--- config.mk ---
export PLATFORM = sky130hd
export DESIGN_NAME = snoop_order_unit
export DESIGN_NICKNAME = d
export VERILOG_FILES = /design/src/rtl/snoop_order_unit.sv
export SDC_FILE = /design/constraint.sdc
export NUM_CORES = 1
export LEC_CHECK = 0
export ABC_AREA = 1
export BUFFER_PORTS_ARGS = -buffer_cell sky130_fd_sc_hd__buf_2
export CAP_MARGIN = 20
export CORE_AREA = 10 10 47 49
export CTS_CLUSTER_DIAMETER = 120
export DETAILED_ROUTE_END_ITERATION = 16
export DIE_AREA = 0 0 57 59
export SETUP_SLACK_MARGIN = 0.05
export SYNTH_ARGS = -nofsm -noshare
export SYNTH_HDL_FRONTEND = slang
export SYNTH_SLANG_ARGS = --single-unit
--- constraint.sdc ---
create_clock -name clk -period 1.1 [get_ports clk]
set_clock_uncertainty 0.1 [all_clocks]
set_input_delay 0.11 -clock clk [delete_from_list [all_inputs] [get_ports clk]]
set_output_delay 0.11 -clock clk [all_outputs]
set_load 0.1 [all_outputs]
--- src/rtl/snoop_order_unit.sv ---
module snoop_order_unit (
  input  logic clk,
  input  logic rst_n,
  input  logic snp_valid,
  input  logic snp_needs_wr,
  input  logic snp_inval,
  input  logic snp_cache_inval,
  input  logic snp_maint,
  input  logic snp_clean,
  input  logic snp_needs_resp,
  input  logic snp_express,
  input  logic snp_uncache,
  input  logic ent_in_service,
  input  logic ent_dn_pending,
  input  logic ent_pend_mod,
  input  logic prim_first_cinval,
  input  logic prim_needs_wr,
  input  logic issue,
  output logic absorbed,
  output logic rewrite_all,
  output logic rewrite_deferred,
  output logic add_target,
  output logic add_pending,
  output logic will_respond,
  output logic set_cache_resp,
  output logic set_had_writable,
  output logic set_sharers,
  output logic set_satisfied,
  output logic proto_err,
  output logic post_inval,
  output logic post_dgr
);

  logic ahead, wr_or_cinv, stopped, active, copy, kill_copy;

  assign ahead      = !ent_in_service || (snp_express && ent_dn_pending);
  assign wr_or_cinv = snp_needs_wr || snp_cache_inval;
  assign stopped    = post_inval || prim_first_cinval;
  assign active     = snp_valid && !ahead && !stopped;
  assign copy       = active && (ent_pend_mod || snp_inval);
  assign kill_copy  = copy && (snp_needs_wr || snp_inval);

  assign absorbed         = snp_valid && !ahead;
  assign rewrite_all      = snp_valid && ahead && wr_or_cinv;
  assign rewrite_deferred = snp_valid && !ahead && wr_or_cinv;
  assign add_target       = copy;
  assign add_pending      = copy && ent_dn_pending && prim_needs_wr;
  assign will_respond     = copy && ent_pend_mod && snp_needs_resp && !snp_clean;
  assign set_cache_resp   = will_respond;
  assign set_had_writable = will_respond;
  assign set_satisfied    = copy && ent_pend_mod && snp_clean;
  assign set_sharers      = active && !snp_needs_wr && !snp_uncache;
  assign proto_err        = snp_valid && (snp_needs_wr != snp_inval) && !snp_maint;

  always_ff @(posedge clk or negedge rst_n) begin
    if (!rst_n) begin
      post_inval <= 1'b0;
      post_dgr   <= 1'b0;
    end else begin
      if (kill_copy)   post_inval <= 1'b1;
      else if (issue)  post_inval <= 1'b0;
      if (set_sharers) post_dgr   <= 1'b1;
      else if (issue)  post_dgr   <= 1'b0;
    end
  end

endmodule

* Word level (Yosys, flattened, before mapping)
Cells that the tools add are included.
** Operators by class
- Muxes and demuxes :: 3
- Reduce and logical (&&, ||, !) cells :: 32
- Equal/unequal tests :: 1
** Operators with widths (number)
- logical AND 1 bit :: 18
- logical NOT 1 bit :: 7
- logical OR 1 bit :: 5
- nonzero test 2 bit :: 2
- two-way mux 1 bit :: 3
- != test 1 bit :: 1
** Word-level totals
- Flip-flop bits (word level) :: 2
- Word-level logic and storage cells :: 38
- Output and inout bits :: 13

* Depth between registers and ports, before layout
- Depth after elaboration :: 9
- Gate-level depth with buffers :: 6
- Depth with buffers taken out :: 5

* Worst setup path before layout
OpenSTA, ideal clock, no wires.
- Kind :: flip-flop to output port
- From :: register post_inval
- To :: output set_had_writable
- Data required time :: 0.890 ns
- Cell stages (with the launch flop) :: 7
- Path buffers :: 1
- Arrival time :: 2.962 ns
- Slack :: -2.072 ns
- Path through :: dfrtp_1 -> inv_1 -> nand2_1 -> nor2_4 -> nand2_2 -> nor2_1 -> buf_4
** On the way
- Longest elaborated chain between the ends :: 7
** RTL lines
- start: declaration :: line 30 : output logic post_inval,
- start signal: assignment :: line 57 : post_inval <= 1'b0;
- start signal: assignment :: line 60 : if (kill_copy) post_inval <= 1'b1;
- start signal: assignment :: line 61 : else if (issue) post_inval <= 1'b0;
- logical OR 1 bit :: line 38 : assign stopped = post_inval || prim_first_cinval;
- logical NOT 1 bit :: line 39 : assign active = snp_valid && !ahead && !stopped;
- logical AND 1 bit :: line 39
- logical AND 1 bit :: line 40 : assign copy = active && (ent_pend_mod || snp_inval);
- logical AND 1 bit (3 in series) :: line 48 : assign will_respond = copy && ent_pend_mod && snp_needs_resp && !snp_clean;
- end: declaration :: line 26 : output logic set_had_writable,
Every way passes these cells.

* Worst setup path after layout
- From :: register post_inval
- To :: output will_respond
** On the way
- Longest elaborated chain between the ends :: 7
** RTL lines
- logical OR 1 bit :: line 38
- logical NOT 1 bit :: line 39
- logical AND 1 bit :: line 39
- logical AND 1 bit :: line 40
- logical AND 1 bit (3 in series) :: line 48
- end: declaration :: line 24 : output logic will_respond,
Every way passes these cells.

==> flow_summary.ini <==
[global_routing]
met2_usage_pct = 11.0
gr-usage-met3_pct = 6.44
grt-ovfl-total = 0
grt_pass1_vias = 431
grt_busiest_layer = met2
antenna_found_initial = 0
global_route.usage.total_pct = 7.05
wire_length_of_the_first_global_routing_pass_um = 1780
grtUsageMet1_pct = 4.88
grt_start_max_net_pins = 5

[sta]
final.period_utilization_pct = 147
max_slew_margin_pct = 86.4
final.min_clock_period_ns = 1.62
timing.final.max_slew_violations = 0
grt_setup_unrepaired = yes
final_setup_fails = 9
timing.final.hold_violations = 0
worst_slew_pin_slew_ns = 0.204
timing.fmax_ghz = 0.618
finalWorstSetupSlack_ns = -0.518

[run]
timing.max_cap.violations = 0

[place]
placement.setup.worst_slack_ns = -0.297
routabilityCongestion = 0.619
io_buf_count = 29
hpwlAfterDp_um = 958
numPlacedInstances = 92

[critical_path]
critical_path.top_delay_family = flip-flops
crit_chain = inv_2 > nand2_2 > nor2_4 > nand2_2 > nor2_4 > buf_12
worstPathRequired_ns = 0.89
timing.critical_path.from = post_inval
worstReg2RegEnd = post_dgr
reg2reg_from = post_inval
critical_path_depth = 6
number_of_buffers_and_inverters_on_the_critical_path = 2
critical_path_arrival_ns = 1.41
setup.worst_path.class = reg -> out
critical_path.slowest_cell = dfrtp_4
timing.critical_path.slowest_cell_delay_ns = 0.46
reg2regPathDepth = 8
setup.reg_to_reg.worst_slack_ns = -0.25
setup.worst_path.end_class = output pin
crit_path_max_fanout = 4
critical_path.startpoint_type = flop

[floorplanning]
num_rows = 14
die_w_um = 57
floorplan.io_pins = 30
floorplan.initialDensity_pct = 17.1
dieHeight_um = 59
design.die.area_mm2 = 0.00336
core_area_mm2 = 0.00140

[route]
viasPerCell = 3.90
drtIter0Drc = 2
num_vias = 382
postRouteAntennaNets = 0
drcViolationCount = 0
drt-wirelength-per-cell_um = 11.0
detail_route.wirelength_um = 1070
drt_pre_antenna_iters = 2

[finish]
leading_cell_type_in_the_layout_fill_and_taps_excluded = buf_12
nNetsFinal = 102
postLayoutCoreUtil_pct = 59.5
diodes = 0
fraction_of_final_layout_cells_sized_beyond_drive_strength_1_pct = 78.0
area_delta_synth_final_pct = 249
finish.cell_count_without_fillers = 98
mostFrequentLayoutCells = 14 x buf_12, 13 x buf_2, 9 x buf_4

[min_path]
worst_hold_path.num_cells = 4
whs_endpoint = post_dgr
worst_hold_path_type = in -> reg
min_delay_startpoint = issue

[clock_network]
cts_buf_count = 3
h-tree-depth = 1
clock-sinks = 2
clk-insertion-delay-late_ns = 0.24
cts_tree = built
cts_buffer_depth = 2
cts_root_buffer = clkbuf_4
cts.clk_slew.worst_paths_ns = 0.03

[run_status]
violations = negative setup slack
run_status = finished, violations left

[synthesis]
yosysUniqueCellTypes = 13
syn_area_per_cell_um2 = 5.83
postSynthCellCount = 41
postSynthRegisterBits = 2
yosys_warnings = 0
mappedNetlistArea_um2 = 239
ys_seq_area_share_pct = 20.9
synthDominantAreaCellType = dfrtp_1
synth_top_cells_by_area = dfrtp_1 21%, inv_1 19%, nand2_1 16%
syn-num-nets = 59
synthDominantCellAreaShare_pct = 20.9

[pwr]
worst_ir_drop_vdd_uv = 342
power.clock.fraction_pct = 29.6
cellLeakagePower_nw = 0.388
swShare_pct = 42.5
pwrdens_mw_per_mm2 = 710
p_sw_mw = 0.252
total_power_mw = 0.591
comb_power_share_pct = 56.7
p_int_mw = 0.340
seq_power_share_pct = 13.8
[cell type report]
type	count	area (um2)
fill	132	568
timing repair buffer	40	457
multi-input combinational	25	209
inverter	12	70.1
sequential	2	55.1
clock buffer	3	22.5
tap	16	20.0
[tightest hold or removal path, cell delays in order]
cell and delay, ns:
buf_2 0.07, inv_1 0.04, nand2_1 0.05, nand2_1 0.04
[power groups by stage]
stage / sequential [mW] / clock (mW) / combinational [mW]
finish: 0.0814 / 0.175 / 0.335
global route: 0.0816 / 0.191 / 0.354
CTS: 0.0814 / 0.188 / 0.329
detailed placement: 0.0823 / 0 / 0.315
global placement: 0.0821 / 0 / 0.310
floorplan: 0.106 / 0 / 0.154
[sequential cells by signal, summed over array words and instances, names as in the netlist]
signal and flops:
post_inval 1, post_dgr 1
[worst max path at each step]
| stage | to | slack, ns |
|---|---|---|
| 2_1_floorplan | set_had_writable | -0.89 |
| 3_3_place_gp | set_had_writable | -0.28 |
| 3_5_place_dp | will_respond | -0.30 |
| 4_1_cts | will_respond | -0.53 |
| 5_1_grt | set_cache_resp | -0.59 |
| 6_report | will_respond | -0.52 |
[synth_stat cells]
| cell type | instances |
|---|---|
| o21ai_0 | 1 |
| nor2_2 | 1 |
| inv_1 | 12 |
| nor2_1 | 5 |
| buf_4 | 2 |
| dfrtp_1 | 2 |
| nand3_2 | 1 |
| nand2_1 | 10 |
| ha_1 | 1 |
| nand2_2 | 2 |
| a21oi_1 | 1 |
| nand3_1 | 2 |
| nor2_4 | 1 |
[kinds of logic after synthesis]
logic type / count (synthesis) / synth area share [%]
fa+ha+maj: 1 / 5.23
buf+inv: 14 / 25.1
compound gates: 2 / 4.18
flops: 2 / 20.9
simple gates: 22 / 44.5
[per-layer routing]
metal	up-vias	part of all wire, %
met3	2	18
met4	0	2.5
met5	-	0
met1	158	30
met2	24	49
li1	198	-
[stage by stage]
| step | hold slack (ns) | setup TNS, ns | cell area [um2] |
|---|---|---|---|
| floorplan | -0.286 | -5.00 | 358 |
| global placement | -0.204 | -1.84 | 738 |
| detailed placement | -0.198 | -1.93 | 738 |
| CTS | 0.0159 | -3.97 | 810 |
| global route | 0.0529 | -4.40 | 833 |
| finish | 0.0263 | -3.83 | 833 |
[what timing repair did]
action	in CTS	in global routing
buffers inserted	2	0
hold endpoints to repair	2	0
gates resized for setup	6	6
pin swaps	2	3
hold buffers	1	0
setup endpoints to repair	11	12
No activity file was read; power rests on OpenSTA's default activity.
